File: config.mk
export PLATFORM = sky130hd
export DESIGN_NAME = nvv_image_check
export DESIGN_NICKNAME = d
export VERILOG_FILES = /design/src/rtl/nvv_pkg.sv /design/src/rtl/nvv_seq.sv /design/src/rtl/nvv_bank_eval.sv /design/src/rtl/nvv_pick.sv /design/src/rtl/nvv_image_check.sv
export SDC_FILE = /design/constraint.sdc
export NUM_CORES = 1
export LEC_CHECK = 0
export BUFFER_PORTS_ARGS = -buffer_cell sky130_fd_sc_hd__buf_2
export CORE_UTILIZATION = 30
export CTS_CLUSTER_DIAMETER = 40
export DETAILED_ROUTE_END_ITERATION = 10
export GPL_ROUTABILITY_DRIVEN = 1
export GPL_TIMING_DRIVEN = 0
export HOLD_SLACK_MARGIN = 0.12
export PLACE_DENSITY = 0.56
export SYNTH_ARGS = -nofsm -noshare
export SYNTH_HDL_FRONTEND = slang
export SYNTH_SLANG_ARGS = --single-unit
File: constraint.sdc
create_clock -name clk -period 7.6 [get_ports clk]
set_clock_uncertainty 0.2 [all_clocks]
set_input_delay 0.76 -clock clk [delete_from_list [all_inputs] [get_ports clk]]
set_output_delay 0.76 -clock clk [all_outputs]
set_load 0.02 [all_outputs]
File: src/rtl/nvv_pkg.sv
package nvv_pkg;
  localparam logic [16:0] MODV = 17'd65521;

  // carry-fold a small header sum into 8 bits
  function automatic logic [7:0] fold8(input logic [9:0] s);
    logic [9:0] t;
    t = s;
    for (int i = 0; i < 3; i++) begin
      if (t > 10'd255) t = {2'b00, t[7:0]} + {8'b0, t[9:8]};
    end
    return t[7:0];
  endfunction
endpackage

File: src/rtl/nvv_seq.sv
module nvv_seq #(
  parameter int BANK_BYTES = 512,
  localparam int OFF_W  = $clog2(BANK_BYTES),
  localparam int ADDR_W = $clog2(2*BANK_BYTES)
) (
  input  logic              clk,
  input  logic              rst_n,
  input  logic              start,
  output logic              busy,
  output logic              rd_en,
  output logic [ADDR_W-1:0] addr,
  output logic              byte_v,
  output logic [OFF_W-1:0]  byte_off,
  output logic              fin,
  output logic              fin_bank
);
  localparam logic [OFF_W-1:0] LAST = OFF_W'(BANK_BYTES-1);

  logic             run_q, run_d, bank_q, bank_d;
  logic [OFF_W-1:0] off_q, off_d;
  logic             rv_q, rbank_q, fin_q, finb_q;
  logic [OFF_W-1:0] roff_q;

  assign busy = run_q | rv_q | fin_q;

  always_comb begin
    run_d  = run_q;
    bank_d = bank_q;
    off_d  = off_q;
    if (!busy && start) begin
      run_d  = 1'b1;
      bank_d = 1'b0;
      off_d  = '0;
    end else if (run_q) begin
      off_d = off_q + 1'b1;
      if (off_q == LAST) begin
        off_d = '0;
        if (bank_q) run_d  = 1'b0;
        else        bank_d = 1'b1;
      end
    end
  end

  always_ff @(posedge clk or negedge rst_n) begin
    if (!rst_n) begin
      run_q   <= 1'b0;
      bank_q  <= 1'b0;
      off_q   <= '0;
      rv_q    <= 1'b0;
      roff_q  <= '0;
      rbank_q <= 1'b0;
      fin_q   <= 1'b0;
      finb_q  <= 1'b0;
    end else begin
      run_q   <= run_d;
      bank_q  <= bank_d;
      off_q   <= off_d;
      rv_q    <= run_q;
      roff_q  <= off_q;
      rbank_q <= bank_q;
      fin_q   <= rv_q && (roff_q == LAST);
      finb_q  <= rbank_q;
    end
  end

  assign rd_en    = run_q;
  assign addr     = bank_q ? (ADDR_W'(BANK_BYTES) + ADDR_W'(off_q)) : ADDR_W'(off_q);
  assign byte_v   = rv_q;
  assign byte_off = roff_q;
  assign fin      = fin_q;
  assign fin_bank = finb_q;

  // consecutive reads step the address by one
  a_r2_addr_step: assert property (@(posedge clk) disable iff (!rst_n)
    (rd_en && $past(rd_en)) |-> (addr == $past(addr) + 1'b1));
  // an accepted start begins reading at address zero
  a_r1_start_addr0: assert property (@(posedge clk) disable iff (!rst_n)
    (start && !busy) |=> (rd_en && addr == '0));
endmodule

File: src/rtl/nvv_bank_eval.sv
module nvv_bank_eval
  import nvv_pkg::*;
#(
  parameter int         BANK_BYTES = 512,
  parameter logic [7:0] SIG        = 8'h5A,
  localparam int OFF_W = $clog2(BANK_BYTES)
) (
  input  logic             clk,
  input  logic             rst_n,
  input  logic             byte_v,
  input  logic [OFF_W-1:0] off,
  input  logic [7:0]       b,
  output logic             ok,
  output logic [31:0]      gen
);
  logic [7:0]  sig_q, sig_d, hck_q, hck_d;
  logic [9:0]  hs_q, hs_d;
  logic [31:0] ck_q, ck_d, gen_q, gen_d;
  logic [16:0] lo_q, lo_d, hi_q, hi_d;
  logic [16:0] lo_add, hi_add;

  always_comb begin
    sig_d = sig_q;
    hck_d = hck_q;
    hs_d  = hs_q;
    ck_d  = ck_q;
    gen_d = gen_q;
    lo_d  = lo_q;
    hi_d  = hi_q;
    lo_add = lo_q + {9'b0, b};
    if (lo_add >= MODV) lo_add = lo_add - MODV;
    hi_add = hi_q + lo_add;
    if (hi_add >= MODV) hi_add = hi_add - MODV;
    if (byte_v) begin
      if (off == OFF_W'(0)) begin
        sig_d = b;
        hs_d  = {2'b00, b};
        lo_d  = 17'd1;
        hi_d  = 17'd0;
      end else if (off == OFF_W'(1)) begin
        hck_d = b;
      end else if (off < OFF_W'(4)) begin
        hs_d = hs_q + {2'b00, b};
      end else if (off < OFF_W'(8)) begin
        ck_d = {ck_q[23:0], b};
      end else begin
        if (off < OFF_W'(12)) gen_d = {gen_q[23:0], b};
        lo_d = lo_add;
        hi_d = hi_add;
      end
    end
  end

  always_ff @(posedge clk or negedge rst_n) begin
    if (!rst_n) begin
      sig_q <= '0;
      hck_q <= '0;
      hs_q  <= '0;
      ck_q  <= '0;
      gen_q <= '0;
      lo_q  <= 17'd1;
      hi_q  <= '0;
    end else if (byte_v) begin
      sig_q <= sig_d;
      hck_q <= hck_d;
      hs_q  <= hs_d;
      ck_q  <= ck_d;
      gen_q <= gen_d;
      lo_q  <= lo_d;
      hi_q  <= hi_d;
    end
  end

  assign ok  = (sig_q == SIG) && (fold8(hs_q) == hck_q) &&
               (ck_q == {hi_q[15:0], lo_q[15:0]});
  assign gen = gen_q;

  // both running sums stay reduced below the modulus
  a_r5_sum_range: assert property (@(posedge clk) disable iff (!rst_n)
    (lo_q < MODV) && (hi_q < MODV));
  // the low sum restarts at one on the first byte of an image
  a_r5_low_seed: assert property (@(posedge clk) disable iff (!rst_n)
    (byte_v && off == OFF_W'(0)) |=> (lo_q == 17'd1 && hi_q == 17'd0));
endmodule

File: src/rtl/nvv_pick.sv
module nvv_pick (
  input  logic        ok0,
  input  logic [31:0] g0,
  input  logic        ok1,
  input  logic [31:0] g1,
  output logic [1:0]  pick,
  output logic        err,
  output logic [31:0] g0_out,
  output logic [31:0] g1_out
);
  always_comb begin
    pick = 2'b00;
    if (ok0 && ok1) pick = (g0 > g1) ? 2'b01 : 2'b10;
    else if (ok0)   pick = 2'b01;
    else if (ok1)   pick = 2'b10;
    err    = !(ok0 || ok1);
    g0_out = ok0 ? g0 : 32'hFFFF_FFFF;
    g1_out = ok1 ? g1 : 32'hFFFF_FFFF;
  end
endmodule

File: src/rtl/nvv_image_check.sv
module nvv_image_check #(
  parameter int         BANK_BYTES = 512,
  parameter logic [7:0] SIG        = 8'h5A,
  localparam int OFF_W  = $clog2(BANK_BYTES),
  localparam int ADDR_W = $clog2(2*BANK_BYTES)
) (
  input  logic              clk,
  input  logic              rst_n,
  input  logic              start,
  output logic              busy,
  output logic              mem_rd_en,
  output logic [ADDR_W-1:0] mem_addr,
  input  logic [7:0]        mem_rdata,
  output logic              done,
  output logic [1:0]        pick,
  output logic              err,
  output logic [31:0]       gen0,
  output logic [31:0]       gen1
);
  logic             byte_v, fin, fin_bank, ev_ok;
  logic [OFF_W-1:0] byte_off;
  logic [31:0]      ev_gen;
  logic             r0_ok_q;
  logic [31:0]      r0_gen_q;
  logic [1:0]       pk_c;
  logic             er_c;
  logic [31:0]      g0_c, g1_c;
  logic             done_q;
  logic [1:0]       pick_q;
  logic             err_q;
  logic [31:0]      gen0_q, gen1_q;

  nvv_seq #(.BANK_BYTES(BANK_BYTES)) u_seq (
    .clk(clk), .rst_n(rst_n), .start(start), .busy(busy),
    .rd_en(mem_rd_en), .addr(mem_addr), .byte_v(byte_v),
    .byte_off(byte_off), .fin(fin), .fin_bank(fin_bank));

  nvv_bank_eval #(.BANK_BYTES(BANK_BYTES), .SIG(SIG)) u_eval (
    .clk(clk), .rst_n(rst_n), .byte_v(byte_v), .off(byte_off),
    .b(mem_rdata), .ok(ev_ok), .gen(ev_gen));

  nvv_pick u_pick (
    .ok0(r0_ok_q), .g0(r0_gen_q), .ok1(ev_ok), .g1(ev_gen),
    .pick(pk_c), .err(er_c), .g0_out(g0_c), .g1_out(g1_c));

  always_ff @(posedge clk or negedge rst_n) begin
    if (!rst_n) begin
      r0_ok_q  <= 1'b0;
      r0_gen_q <= '0;
    end else if (fin && !fin_bank) begin
      r0_ok_q  <= ev_ok;
      r0_gen_q <= ev_gen;
    end
  end

  always_ff @(posedge clk or negedge rst_n) begin
    if (!rst_n) begin
      done_q <= 1'b0;
      pick_q <= '0;
      err_q  <= 1'b0;
      gen0_q <= '0;
      gen1_q <= '0;
    end else begin
      done_q <= fin && fin_bank;
      if (fin && fin_bank) begin
        pick_q <= pk_c;
        err_q  <= er_c;
        gen0_q <= g0_c;
        gen1_q <= g1_c;
      end
    end
  end

  assign done = done_q;
  assign pick = pick_q;
  assign err  = err_q;
  assign gen0 = gen0_q;
  assign gen1 = gen1_q;

  // done lasts a single cycle
  a_r1_done_pulse: assert property (@(posedge clk) disable iff (!rst_n)
    done |=> !done);
  // at most one image is chosen
  a_r7_onehot: assert property (@(posedge clk) disable iff (!rst_n)
    done |-> $onehot0(pick));
  // error exactly when no image is chosen
  a_r8_err_none: assert property (@(posedge clk) disable iff (!rst_n)
    done |-> (err == (pick == 2'b00)));
  // results hold between strobes
  a_r9_hold: assert property (@(posedge clk) disable iff (!rst_n)
    !done |-> ($stable(pick) && $stable(err) && $stable(gen0) && $stable(gen1)));
endmodule

Word level (Yosys, flattened, before mapping)

Cells that the tools add are included.

Input bits: 11
Word-level logic and storage cells: 111
Flip-flop bits (word level): 249
Output and inout bits: 80

Mux-type cells: 33
Add/subtract/negate cells: 10
Reductions and logical operators: 22
Bitwise operators: 6
Equal/unequal tests: 9
Magnitude comparators: 9

Operators by type and width:

| kind                     | number |
|---|---|
| $mux W17                 | 10 |
| $mux W32                 | 2 |
| $mux W10                 | 6 |
| $ge A17 B16 Y1 const B   | 2 |
| $sub A17 B16 Y17 const B | 2 |
| $eq A32 B32 Y1           | 1 |
| $gt A32 B32 Y1           | 1 |
| $gt A10 B8 Y1 const B    | 3 |
| $mux W9                  | 3 |
| $add A8 B2 Y9            | 2 |
| $eq A9 B9 Y1 const B     | 2 |
| $lt A9 B4 Y1 const B     | 2 |
| $add A17 B17 Y17         | 1 |
| $add A17 B8 Y17          | 1 |
| $add A10 B8 Y10          | 1 |
| $add A10 B9 Y10 const A  | 1 |
| $add A9 B1 Y9 const B    | 1 |
| $eq A9 B1 Y1 const B     | 1 |
| $logic_not A9 Y1         | 1 |
| $lt A9 B3 Y1 const B     | 1 |
| $add A8 B2 Y8            | 1 |
| $eq A8 B7 Y1 const B     | 1 |
| $eq A8 B8 Y1             | 1 |
| $mux W2                  | 4 |
| 14 further kinds         | 38 |

Longest topological paths before layout

Gate-level depths: netlist of the first run.

Word-level depth: 12
Gate-level depth with buffers: 27
Depth with buffers taken out: 23

Modules after synthesis

Synthesis of the first run repeated with hierarchy kept, for this count alone.

Cells, all modules: 1333
Area total of the unflattened synthesis: 14375.0 um^2

By module, submodules not included:

| module          | sequential area each (um^2) | cells an instance | times used | area each (um^2) |
|---|---|---|---|---|
| nvv_bank_eval   | 3104.2                      | 838               | 1          | 8306.7 |
| nvv_image_check | 2527.4                      | 215               | 1          | 3839.9 |
| nvv_pick        | 0.0                         | 194               | 1          | 1201.2 |
| nvv_seq         | 600.6                       | 86                | 1          | 1027.2 |

Worst setup path before layout of the first run

Ideal clock, no wire load.

Path type: input -> register
From: input mem_rdata[0]
To: register u_eval.hi_q[12]
Arrival time: 6261 ps
Setup time: 128 ps
Stages on the path: 25
Path buffers: 3
Path slack: 1012 ps
Required time: 7272 ps
Path through: ha_1 > inv_1 > fa_1 > nand2b_1 > a21oi_2 > o21ai_2 > nor3b_1 > xor2_1 > o211ai_1 > o31a_1 > buf_2 > xnor2_1 > ha_1 > fa_1 > a211o_1 > a21oi_1 > nand3_4 > nor4b_4 > nand3_2 > or4b_4 > nand3_2 > buf_6 > buf_6 > mux2i_1 > nand2_1

Longest elaborated chain between the ends: 10
Elaborated cells between the ends (all ways): 12
Classes of those cells: add/sub (4); order compare (2); mux (6)

RTL lines:

| element                                            | line                  | source |
|---|---|---|
| start, declared                                    | nvv_image_check.sv:13 | `input logic [7:0] mem_rdata,` |
| $add A17 B8 Y17 (*)                                | nvv_bank_eval.sv:30   | `lo_add = lo_q + {9'b0, b};` |
| $sub A17 B16 Y17 or $ge A17 B16 Y1 (tied branches) | nvv_bank_eval.sv:31   | `if (lo_add >= MODV) lo_add = lo_add - MODV;` |
| $mux W17 (*)                                       | nvv_bank_eval.sv:31   |  |
| $add A17 B17 Y17 (*)                               | nvv_bank_eval.sv:32   | `hi_add = hi_q + lo_add;` |
| $sub A17 B16 Y17 or $ge A17 B16 Y1 (tied branches) | nvv_bank_eval.sv:33   | `if (hi_add >= MODV) hi_add = hi_add - MODV;` |
| $mux W17 (*)                                       | nvv_bank_eval.sv:33   |  |
| $mux W17 (*)                                       | nvv_bank_eval.sv:44   | `end else if (off < OFF_W'(8)) begin` |
| $mux W17 (*)                                       | nvv_bank_eval.sv:42   | `end else if (off < OFF_W'(4)) begin` |
| $mux W17 (*)                                       | nvv_bank_eval.sv:40   | `end else if (off == OFF_W'(1)) begin` |
| $mux W17 (*)                                       | nvv_bank_eval.sv:35   | `if (off == OFF_W'(0)) begin` |
| end signal, assigned                               | nvv_bank_eval.sv:70   | `hi_q <= hi_d;` |
| end, declared                                      | nvv_bank_eval.sv:19   | `logic [16:0] lo_q, lo_d, hi_q, hi_d;` |

Every way passes the cells marked *; elsewhere a longest branch is shown, timed or not. The select of a mux whose other input is x is not followed.
A chain may end at the register's enable or synchronous reset.

Worst setup path in the final report of the first run

From: register u_eval.lo_q[0]
To: register u_eval.hi_q[12]

Longest elaborated chain between the ends: 10
Elaborated cells between the ends (all ways): 12
Classes of those cells: add/sub (4); order compare (2); mux (6)

RTL lines:

| element                                            | line                | source |
|---|---|---|
| start, declared                                    | nvv_bank_eval.sv:19 |  |
| start signal, assigned                             | nvv_bank_eval.sv:69 | `lo_q <= lo_d;` |
| $add A17 B8 Y17 (*)                                | nvv_bank_eval.sv:30 |  |
| $sub A17 B16 Y17 or $ge A17 B16 Y1 (tied branches) | nvv_bank_eval.sv:31 |  |
| $mux W17 (*)                                       | nvv_bank_eval.sv:31 |  |
| $add A17 B17 Y17 (*)                               | nvv_bank_eval.sv:32 |  |
| $sub A17 B16 Y17 or $ge A17 B16 Y1 (tied branches) | nvv_bank_eval.sv:33 |  |
| $mux W17 (*)                                       | nvv_bank_eval.sv:33 |  |
| $mux W17 (*)                                       | nvv_bank_eval.sv:44 |  |
| $mux W17 (*)                                       | nvv_bank_eval.sv:42 |  |
| $mux W17 (*)                                       | nvv_bank_eval.sv:40 |  |
| $mux W17 (*)                                       | nvv_bank_eval.sv:35 |  |

Marks and branches as above.

==> flow_results.xml, run 1 <==
<?xml version="1.0" encoding="UTF-8"?>
<metrics>
  <group name="min_path">
    <metric name="hold_path_startpoint" unit="">u_seq.rbank_q</metric>
    <metric name="hp-class" unit="">reg2reg</metric>
  </group>
  <group name="yosys">
    <metric name="synth-warning-count" unit="">0</metric>
    <metric name="seq_area_frac_synth" unit="%">45.7</metric>
    <metric name="synth_area" unit="mm^2">0.0136</metric>
    <metric name="synthFlopType" unit="">sky130_fd_sc_hd__dfrtp_1</metric>
    <metric name="ffs_latches_synth" unit="">249</metric>
    <metric name="syn-instance-count" unit="">1426</metric>
    <metric name="synth_nets" unit="">1517</metric>
    <metric name="synth.lib_cells_used.distinct" unit="">80</metric>
    <metric name="async_set_or_reset_flop_fraction_in_the_synthesized_netlist" unit="%">100</metric>
    <metric name="postSynthAreaPerCell" unit="um^2">9.57</metric>
    <metric name="synth_edf_count" unit="">0</metric>
  </group>
  <group name="cts">
    <metric name="clk_root_buffer_cell" unit="">sky130_fd_sc_hd__clkbuf_16</metric>
    <metric name="htree_levels" unit="">2</metric>
    <metric name="tritoncts" unit="">done</metric>
    <metric name="clockBufferDepth" unit="">3</metric>
    <metric name="cts_buffers" unit="">44</metric>
    <metric name="numClockSinks" unit="">249</metric>
    <metric name="cts.clk_slew.worst_paths" unit="ns">0.05</metric>
    <metric name="clock_insertion_delay_worst_skew" unit="ns">0.56</metric>
  </group>
  <group name="power_and_ir_drop">
    <metric name="worst_ir_drop_vdd" unit="mV">0.222</metric>
    <metric name="p_clk_share" unit="%">25.4</metric>
    <metric name="power_report.internal_total" unit="mW">4.59</metric>
    <metric name="power.net_switching" unit="mW">3.44</metric>
    <metric name="power.leakage" unit="nW">7.37</metric>
    <metric name="totalPowerFinal" unit="mW">8.03</metric>
    <metric name="power_density" unit="mW/mm^2">485</metric>
    <metric name="comb_pwr_share" unit="%">48.4</metric>
    <metric name="p_seq_share" unit="%">26.2</metric>
    <metric name="power_switching_share" unit="%">42.9</metric>
  </group>
  <group name="floorplan">
    <metric name="row_count" unit="">77</metric>
    <metric name="initial_core_util" unit="%">30.6</metric>
    <metric name="core-area" unit="mm^2">0.0445</metric>
    <metric name="die_width" unit="um">215</metric>
    <metric name="die_h" unit="um">215</metric>
    <metric name="io_pins" unit="">91</metric>
    <metric name="design.die.area" unit="mm^2">0.0463</metric>
  </group>
  <group name="detailed_routing">
    <metric name="dr.pass1.iters" unit="">5</metric>
    <metric name="detail_route.wirelength" unit="um">38600</metric>
    <metric name="vias" unit="">11000</metric>
    <metric name="antenna_left" unit="">0</metric>
    <metric name="route.detailed.vias_per_inst" unit="">5.00</metric>
    <metric name="route.detailed.drc" unit="">0</metric>
    <metric name="routedWlPerCell" unit="um">17.6</metric>
    <metric name="initialDrtViolationCount" unit="">722</metric>
  </group>
  <group name="final_layout">
    <metric name="nets" unit="">1664</metric>
    <metric name="antenna_cells" unit="">0</metric>
    <metric name="finalNonFillerCells" unit="">2200</metric>
    <metric name="sequential_cell_area" unit="mm^2">0.00623</metric>
    <metric name="drive_gt1_share" unit="%">16.8</metric>
    <metric name="area_occupied_by_multi_input_gates" unit="mm^2">0.00687</metric>
    <metric name="fillers" unit="">4496</metric>
    <metric name="areaGrowthSynthToFinish" unit="%">21.5</metric>
  </group>
  <group name="timing">
    <metric name="setup_total_negative_slack" unit="ns">0</metric>
    <metric name="tightestPinTransition" unit="ns">1.44</metric>
    <metric name="max_freq" unit="MHz">139</metric>
    <metric name="max-slew-margin-rel" unit="%">3.23</metric>
    <metric name="timing_hold_violations_final" unit="">0</metric>
    <metric name="final.min_clock_period" unit="ns">7.21</metric>
    <metric name="report.final.slew_viol_count" unit="">0</metric>
    <metric name="setup_violations_final" unit="">0</metric>
    <metric name="final_min_period_over_clock_period" unit="%">94.8</metric>
  </group>
  <group name="critical_path">
    <metric name="crit_arrival" unit="ns">7.43</metric>
    <metric name="crit_slowest_cell" unit="">sky130_fd_sc_hd__dfstp_2</metric>
    <metric name="cp-start-kind" unit="">flip-flop</metric>
    <metric name="cp-end-kind" unit="">flip-flop</metric>
    <metric name="cp_slowest_stage_delay" unit="ns">0.56</metric>
    <metric name="timing_worst_setup_path_type" unit="">reg2reg</metric>
    <metric name="timing.critical_path.buf_inv" unit="">4</metric>
    <metric name="critical_path.top_delay_family" unit="">compound AO/OA/AOI/OAI gates</metric>
    <metric name="worst-endpoint-required" unit="ns">7.82</metric>
    <metric name="crit_fanout" unit="">10</metric>
    <metric name="rr_startpoint" unit="">u_eval.lo_q[0]</metric>
    <metric name="cp-startpoint" unit="">u_eval.lo_q[0]</metric>
  </group>
  <group name="placement">
    <metric name="placement.io_buffers" unit="">90</metric>
    <metric name="place_congestion" unit="">0.862</metric>
    <metric name="place_inst" unit="">2110</metric>
    <metric name="detailed_place_hpwl" unit="um">28500</metric>
  </group>
  <group name="global_route">
    <metric name="grt_first_pass_wirelength" unit="um">61600</metric>
    <metric name="first_global_vias" unit="">11000</metric>
    <metric name="grt_start_max_net_pins" unit="">95</metric>
    <metric name="overflow" unit="">0</metric>
    <metric name="global_route.usage.total" unit="%">16.8</metric>
    <metric name="grt_antenna_before_repair" unit="">0</metric>
  </group>
  <group name="job">
    <metric name="cap_viol_max_count" unit="">0</metric>
  </group>
  <group name="status">
    <metric name="status" unit="">completed</metric>
  </group>
</metrics>
-- metal layers --
metal | global-route usage, % | part of all wire (%)
met5 | 0 | 0
met2 | 27.3 | 47
met1 | 21.9 | 45
met4 | 6.81 | 3.6
met3 | 3.00 | 4.5
-- worst paths after layout --
path / slack (ns) / cells past startpoint / end
min reg2reg: 0.15 / 0 / u_seq.fin_bank
min: 0.15 / 0 / u_seq.fin_bank
max: 0.39 / 26 / u_eval.hi_q[12]
min in group asynchronous: 0.54 / 2 / gen1[17]
max in group asynchronous: 5.77 / 3 / u_eval.lo_q[4]
max reg2reg: 0.39 / 26 / u_eval.hi_q[12]
-- synthesized netlist by cell type, drive strengths merged (4+ instances only) --
cell type  instances  area (um^2)
nor2             161          604
o21a               4         30.0
o311ai             4         52.6
xor2              38          333
ha                75          938
a21oi             52          264
inv               94          353
clkbuf            49          184
nand2b            10         62.6
nand4             29          181
a222oi             4         40.0
nor4b              4         56.3
nand2            145          544
nand3b             4         30.0
mux2              53          597
a32o               5         50.1
a211oi             8         60.1
a21o              28          210
nor3              54          270
nand3             24          148
o211ai             8         60.1
and3               9         56.3
a31oi             36          225
xnor2             59          517
nor2b             11         68.8
a22o              11         96.3
or3                4         25.0
fa                 5          100
o21ai             97          493
nor4               7         43.8
a211o              5         43.8
buf               11         63.8
and2               6         37.5
dfrtp            248         6210
mux2i             12          120
-- placed cells by master (no fill, tap or decap), types with 6 or more instances in the layout --
master / instances
sky130_fd_sc_hd__inv_1: 92
sky130_fd_sc_hd__buf_2: 92
sky130_fd_sc_hd__xor2_1: 37
sky130_fd_sc_hd__o211ai_1: 8
sky130_fd_sc_hd__ha_1: 75
sky130_fd_sc_hd__a21oi_1: 50
sky130_fd_sc_hd__nand4_1: 29
sky130_fd_sc_hd__and3_1: 9
sky130_fd_sc_hd__nand2_1: 145
sky130_fd_sc_hd__and2_1: 6
sky130_fd_sc_hd__a31oi_1: 36
sky130_fd_sc_hd__nor4_1: 7
sky130_fd_sc_hd__clkbuf_1: 52
sky130_fd_sc_hd__nand2b_1: 10
sky130_fd_sc_hd__mux2_2: 53
sky130_fd_sc_hd__nor3_1: 54
sky130_fd_sc_hd__nor2b_1: 11
sky130_fd_sc_hd__dfrtp_1: 248
sky130_fd_sc_hd__a21o_1: 28
sky130_fd_sc_hd__o21ai_0: 91
sky130_fd_sc_hd__a22o_1: 11
sky130_fd_sc_hd__buf_4: 9
sky130_fd_sc_hd__mux2i_1: 12
sky130_fd_sc_hd__inv_6: 6
sky130_fd_sc_hd__clkbuf_16: 46
sky130_fd_sc_hd__xnor2_1: 55
sky130_fd_sc_hd__a211oi_1: 7
sky130_fd_sc_hd__nor2_1: 161
sky130_fd_sc_hd__nand3_1: 20
-- sequential cells by signal (all words and copies together) (netlist names), 2 cells and up --
signal and cells:
gen0 32, gen1 32, r0_gen_q 32, u_eval.ck_q 32
u_eval.gen 32, u_eval.hi_q 17, u_eval.lo_q 17, u_eval.hs_q 10
u_seq.byte_off 9, u_seq.off_q 9, u_eval.hck_q 8, u_eval.sig_q 8
pick 2
-- layout make-up --
cell class                 count  share of cell area, %
sequential                   249                   37.6
multi-input combinational   1023                   41.5
clock buffer                  54                   7.43
tap                          592                   4.47
inverter                      94                   2.13
buffer                        60                   1.49
clock inverter                27                   1.89
timing repair buffer         101                   3.53
-- worst reg2reg max path, cell delays in order, from the launching register on --
cell                       delay [ns]
sky130_fd_sc_hd__dfstp_2         0.56
sky130_fd_sc_hd__ha_1            0.17
sky130_fd_sc_hd__inv_1           0.05
sky130_fd_sc_hd__fa_1            0.40
sky130_fd_sc_hd__nand2b_1        0.19
sky130_fd_sc_hd__a21oi_2         0.21
sky130_fd_sc_hd__o21ai_2         0.18
sky130_fd_sc_hd__nor3b_1         0.27
sky130_fd_sc_hd__xor2_1          0.25
sky130_fd_sc_hd__o211ai_1        0.21
sky130_fd_sc_hd__o31a_1          0.39
sky130_fd_sc_hd__buf_2           0.21
sky130_fd_sc_hd__xnor2_1         0.18
sky130_fd_sc_hd__ha_1            0.25
sky130_fd_sc_hd__fa_1            0.46
sky130_fd_sc_hd__a211oi_2        0.35
sky130_fd_sc_hd__o21ai_1         0.21
sky130_fd_sc_hd__a41oi_2         0.30
sky130_fd_sc_hd__xor2_1          0.17
sky130_fd_sc_hd__nor4b_4         0.41
sky130_fd_sc_hd__nand3_2         0.19
sky130_fd_sc_hd__or4b_4          0.55
sky130_fd_sc_hd__nand3_2         0.13
sky130_fd_sc_hd__buf_6           0.17
sky130_fd_sc_hd__buf_6           0.17
sky130_fd_sc_hd__mux2i_1         0.19
sky130_fd_sc_hd__nand2_1         0.07
-- cell families after synthesis --
group,count (synthesis),synth area share (%)
adder cells (fa/ha/maj),80,7.61
AND/OR/NAND/NOR,481,16.4
other,2,0.0551
XOR/XNOR,97,6.23
AO/OA/AOI/OAI,298,14.4
buffers and inverters,154,4.40
multiplexers,65,5.26
flip-flops,249,45.7
-- power by group through the flow --
| stage | clock [mW] | combinational [mW] | sequential (mW) |
|---|---|---|---|
| 6_report | 2.04 | 3.89 | 2.10 |
| 5_1_grt | 2.14 | 4.31 | 2.15 |
| 4_1_cts | 2.08 | 3.75 | 2.10 |
| 3_5_place_dp | 0 | 3.73 | 2.12 |
| 3_3_place_gp | 0 | 3.64 | 2.12 |
| 2_1_floorplan | 0 | 2.89 | 1.97 |
-- per-stage QoR --
stage	worst slack [ns]	instance area (um^2)	hold WS [ns]	utilization, %
floorplan	1.01	13600	0.131	-
global placement	-0.297	14800	0.138	33.3
detailed placement	-0.376	14900	0.140	33.5
CTS	0.0750	16500	0.151	37.0
global route	-0.00262	16600	0.159	37.2
finish	0.391	16600	0.147	37.2
-- timing repair --
| item | 4_1_cts | 5_1_grt |
|---|---|---|
| setup buffers | 0 | 8 |
| resized for setup | 0 | 11 |
| endpoints found under the setup margin | 0 | 15 |
| endpoints found under the hold margin | 67 | 0 |
| hold buffers | 1 | 0 |
Power figures use the tool's default switching activity.
==> run 2: changes to the inputs <==
--- a/config.mk
+++ b/config.mk
@@ -13,6 +13,8 @@
 export GPL_TIMING_DRIVEN = 0
 export HOLD_SLACK_MARGIN = 0.12
 export PLACE_DENSITY = 0.56
+export SETUP_SLACK_MARGIN = 0.02
 export SYNTH_ARGS = -nofsm -noshare
 export SYNTH_HDL_FRONTEND = slang
+export SYNTH_HIERARCHICAL = 1
 export SYNTH_SLANG_ARGS = --single-unit
==> run 2 against run 1 <==
Effect of this change:
- the run now ends with DRC left
- global-route usage is 1.8 points lower
- non-clock buffer count is 3 lower
- first-iteration DRC count is 21% lower
- worst hold slack worse by 0.0016 ns
- design area is 2.5% higher
- area after synthesis is 5.4% higher
- largest power group unchanged
==> flow_results.xml, run 2 <==
<?xml version="1.0" encoding="UTF-8"?>
<metrics>
  <group name="yosys">
    <metric name="syn-instance-count" unit="">1333</metric>
    <metric name="synth.lib_cells_used.distinct" unit="">84</metric>
    <metric name="netlist.area_leader.share" unit="%">43.2</metric>
    <metric name="async_set_or_reset_flop_fraction_in_the_synthesized_netlist" unit="%">100</metric>
    <metric name="yosys.area.top_type" unit="">sky130_fd_sc_hd__dfrtp_1</metric>
    <metric name="postSynthAreaPerCell" unit="um^2">10.8</metric>
    <metric name="yosys.cell_count.top_type" unit="">sky130_fd_sc_hd__dfrtp_1</metric>
    <metric name="synth-warning-count" unit="">6</metric>
    <metric name="ffs_latches_synth" unit="">249</metric>
    <metric name="synth.top_cells.by_area" unit="">sky130_fd_sc_hd__dfrtp_1, sky130_fd_sc_hd__mux2_2, sky130_fd_sc_hd__ha_1, sky130_fd_sc_hd__xnor2_1, sky130_fd_sc_hd__nand2_1</metric>
    <metric name="synthFlopType" unit="">sky130_fd_sc_hd__dfrtp_1</metric>
    <metric name="synth_edf_count" unit="">0</metric>
    <metric name="seq_area_frac_synth" unit="%">43.4</metric>
    <metric name="synth_nets" unit="">1423</metric>
    <metric name="ys_top_cells_by_count" unit="">sky130_fd_sc_hd__dfrtp_1, sky130_fd_sc_hd__mux2_2, sky130_fd_sc_hd__nand2_1</metric>
    <metric name="synth_area" unit="mm^2">0.0144</metric>
  </group>
  <group name="floorplan">
    <metric name="die_h" unit="um">221</metric>
    <metric name="core-area" unit="mm^2">0.0470</metric>
    <metric name="row_count" unit="">79</metric>
    <metric name="initial_core_util" unit="%">30.6</metric>
    <metric name="die_width" unit="um">221</metric>
    <metric name="design.die.area" unit="mm^2">0.0488</metric>
    <metric name="io_pins" unit="">91</metric>
  </group>
  <group name="cts">
    <metric name="numClockSinks" unit="">249</metric>
    <metric name="clk_root_buffer_cell" unit="">sky130_fd_sc_hd__clkbuf_16</metric>
    <metric name="htree_levels" unit="">2</metric>
    <metric name="cts.clk_slew.worst_paths" unit="ns">0.06</metric>
    <metric name="clock_insertion_delay_worst_skew" unit="ns">0.54</metric>
    <metric name="cts_buffers" unit="">37</metric>
    <metric name="tritoncts" unit="">done</metric>
    <metric name="clockBufferDepth" unit="">3</metric>
  </group>
  <group name="placement">
    <metric name="place_congestion" unit="">0.873</metric>
    <metric name="placement.io_buffers" unit="">90</metric>
    <metric name="detailed_place_hpwl" unit="um">27400</metric>
  </group>
  <group name="detailed_routing">
    <metric name="route.detailed.vias_per_inst" unit="">4.99</metric>
    <metric name="initialDrtViolationCount" unit="">569</metric>
    <metric name="routedWlPerCell" unit="um">17.3</metric>
    <metric name="route.detailed.drc" unit="">11</metric>
    <metric name="detail_route.wirelength" unit="um">36500</metric>
    <metric name="dr.pass1.iters" unit="">10</metric>
    <metric name="antenna_left" unit="">0</metric>
    <metric name="vias" unit="">10500</metric>
  </group>
  <group name="status">
    <metric name="status" unit="">finished with violations</metric>
    <metric name="failed_checks" unit="">DRC</metric>
  </group>
  <group name="critical_path">
    <metric name="rr_worst_depth" unit="">24</metric>
    <metric name="cp-start-kind" unit="">flip-flop</metric>
    <metric name="timing.reg2reg.setup_slack" unit="ns">0.39</metric>
    <metric name="crit_slowest_cell" unit="">sky130_fd_sc_hd__dfstp_2</metric>
    <metric name="regToRegEndpoint" unit="">u_eval/hi_q[3]</metric>
    <metric name="crit_chain" unit="">ha_1 &gt; inv_1 &gt; fa_1 &gt; nand2b_1 &gt; a21oi_2 &gt; nor3_1 &gt; nor4_2 &gt; nand4_1 &gt; o41ai_4 &gt; and2_1 &gt; nand3_1 &gt; xnor2_2 &gt; ha_1 &gt; buf_2 &gt; nand2_1 &gt; a2111o_1 &gt; a221oi_2 &gt; nand4_2 &gt; nor4b_4 &gt; nor4b_4 &gt; buf_6 &gt; o21ai_0 &gt; xnor2_1 &gt; o21ai_0</metric>
    <metric name="crit_arrival" unit="ns">7.41</metric>
    <metric name="critical_path.top_delay_family" unit="">simple AND/OR/NAND/NOR gates</metric>
    <metric name="rr_startpoint" unit="">u_eval/lo_q[0]</metric>
    <metric name="timing_worst_setup_path_type" unit="">reg2reg</metric>
    <metric name="timing.critical_path.buf_inv" unit="">3</metric>
    <metric name="cp_slowest_stage_delay" unit="ns">0.59</metric>
    <metric name="crit_fanout" unit="">10</metric>
    <metric name="worst-endpoint-required" unit="ns">7.80</metric>
    <metric name="cp-end-kind" unit="">flip-flop</metric>
  </group>
  <group name="final_layout">
    <metric name="nets" unit="">1562</metric>
    <metric name="drive_gt1_share" unit="%">27.0</metric>
    <metric name="highest_count_cells_in_the_layout_ignoring_fill_and_taps" unit="">sky130_fd_sc_hd__dfrtp_1, sky130_fd_sc_hd__mux2_2, sky130_fd_sc_hd__nand2_1, sky130_fd_sc_hd__buf_2, sky130_fd_sc_hd__ha_1</metric>
    <metric name="mostFrequentLayoutCell" unit="">sky130_fd_sc_hd__dfrtp_1</metric>
    <metric name="areaGrowthSynthToFinish" unit="%">18.2</metric>
  </group>
  <group name="min_path">
    <metric name="hp-class" unit="">reg2reg</metric>
    <metric name="hold_path_startpoint" unit="">u_seq/rbank_q</metric>
    <metric name="worst_hold_path.num_cells" unit="">0</metric>
    <metric name="timing.hold.worst_endpoint" unit="">u_seq/fin_bank</metric>
  </group>
  <group name="timing">
    <metric name="final_min_period_over_clock_period" unit="%">94.9</metric>
    <metric name="final.min_clock_period" unit="ns">7.21</metric>
    <metric name="hold_ws" unit="ns">0.146</metric>
    <metric name="setup_violations_final" unit="">0</metric>
    <metric name="tightestPinTransition" unit="ns">1.27</metric>
    <metric name="max_freq" unit="MHz">139</metric>
    <metric name="report.final.slew_viol_count" unit="">0</metric>
    <metric name="timing_hold_violations_final" unit="">0</metric>
    <metric name="max-slew-margin-rel" unit="%">14.5</metric>
  </group>
  <group name="global_route">
    <metric name="grt_first_pass_wirelength" unit="um">58700</metric>
    <metric name="first_global_vias" unit="">10600</metric>
    <metric name="grt_antenna_before_repair" unit="">2</metric>
    <metric name="grt_start_max_net_pins" unit="">116</metric>
    <metric name="overflow" unit="">0</metric>
    <metric name="global_route.usage.total" unit="%">14.9</metric>
  </group>
  <group name="power_and_ir_drop">
    <metric name="totalPowerFinal" unit="mW">6.09</metric>
    <metric name="worst_ir_drop_vdd" unit="mV">0.197</metric>
    <metric name="power_density" unit="mW/mm^2">359</metric>
    <metric name="power.leakage" unit="nW">7.87</metric>
  </group>
  <group name="job">
    <metric name="cap_viol_max_count" unit="">0</metric>
  </group>
</metrics>
[run 2: cell count changes in the layout (fill, tap and decap cells not counted), sizes merged, moves of 33 or more]
cell / before / now
a31oi: 36 / 3
nand2b: 10 / 46
nor2: 161 / 49
o21ai: 97 / 56
mux2: 53 / 180
inv: 103 / 68
[run 2: worst max path at each step]
| stage | slack, ns | depth (start not counted) | to | start |
|---|---|---|---|---|
| after CTS | 0.03 | 24 | u_eval/hi_q[10] | u_eval/lo_q[0] |
| after detailed placement | -0.55 | 25 | u_eval/hi_q[10] | mem_rdata[0] |
| after floorplan | 0.85 | 23 | u_eval/hi_q[13] | mem_rdata[0] |
| final | 0.39 | 24 | u_eval/hi_q[3] | u_eval/lo_q[0] |
| after global placement | -0.44 | 25 | u_eval/hi_q[10] | mem_rdata[0] |
| after global routing | -0.006 | 24 | u_eval/hi_q[10] | u_eval/lo_q[0] |
[run 2: kinds of logic after synthesis]
| logic type | synth area share [%] |
|---|---|
| buf+inv | 3.96 |
| simple gates | 13.6 |
| other cells | 0.0522 |
| fa+ha+maj | 7.14 |
| flops | 43.4 |
| compound gates | 10.2 |
| xor+xnor | 6.33 |
| mux | 15.3 |
[run 2: where the power goes]
group / total [mW] / internal, mW / switching, mW / leakage, nW
logic: 2.82 / 1.14 / 1.67 / 4.11
registers: 1.59 / 1.45 / 0.142 / 3.16
clock network: 1.68 / 1.02 / 0.660 / 0.604
total: 6.09 / 3.62 / 2.48 / 7.87
[run 2: layout make-up]
type	count	area [um^2]
multi-input cells	964	7620
flip-flops and latches	249	6230
repair buffers	100	578
clock inverters	23	236
plain buffers	58	337
clock buffers	43	990
fillers	4600	30000
diodes	1	2.50
inverters	62	233
well taps	607	759
[run 2: worst register-to-register path: stages (launching register included)]
cell and delay, ns:
sky130_fd_sc_hd__dfstp_2 0.59, sky130_fd_sc_hd__ha_1 0.22, sky130_fd_sc_hd__inv_1 0.07, sky130_fd_sc_hd__fa_1 0.39, sky130_fd_sc_hd__nand2b_1 0.20, sky130_fd_sc_hd__a21oi_2 0.29
sky130_fd_sc_hd__nor3_1 0.12, sky130_fd_sc_hd__nor4_2 0.36, sky130_fd_sc_hd__nand4_1 0.27, sky130_fd_sc_hd__o41ai_4 0.53, sky130_fd_sc_hd__and2_1 0.24, sky130_fd_sc_hd__nand3_1 0.14
sky130_fd_sc_hd__xnor2_2 0.21, sky130_fd_sc_hd__ha_1 0.30, sky130_fd_sc_hd__buf_2 0.19, sky130_fd_sc_hd__nand2_1 0.19, sky130_fd_sc_hd__a2111o_1 0.54, sky130_fd_sc_hd__a221oi_2 0.37
sky130_fd_sc_hd__nand4_2 0.20, sky130_fd_sc_hd__nor4b_4 0.43, sky130_fd_sc_hd__nor4b_4 0.41, sky130_fd_sc_hd__buf_6 0.20, sky130_fd_sc_hd__o21ai_0 0.10, sky130_fd_sc_hd__xnor2_1 0.21
sky130_fd_sc_hd__o21ai_0 0.10
[run 2: what timing repair did]
action                                  CTS  global route
hold buffers                              1             0
endpoints found under the setup margin   14            17
setup buffers                             0             6
gates resized for setup                   3             5
pin swaps                                 1             5
endpoints found under the hold margin    23             0
[run 2: routing by layer]
metal	track usage (%)	vias up	share of wire (%)
met5	0	-	0.036
met4	4.87	2	2.6
met3	2.63	62	4.7
li1	-	5026	-
met1	20.4	5196	47
met2	23.8	233	45
[run 2: metrics by stage]
step / utilization (%) / setup slack (ns) / cells / area [um^2] / setup TNS [ns]
floorplan: - / 0.854 / 1333 / 14400 / 0
global placement: 33.2 / -0.438 / 2030 / 15600 / -5.99
detailed placement: 33.4 / -0.550 / 2033 / 15700 / -7.93
CTS: 36.0 / 0.0326 / 2100 / 16900 / 0
global route: 36.2 / -0.00574 / 2107 / 17000 / -0.00574
finish: 36.2 / 0.390 / 2107 / 17000 / 0
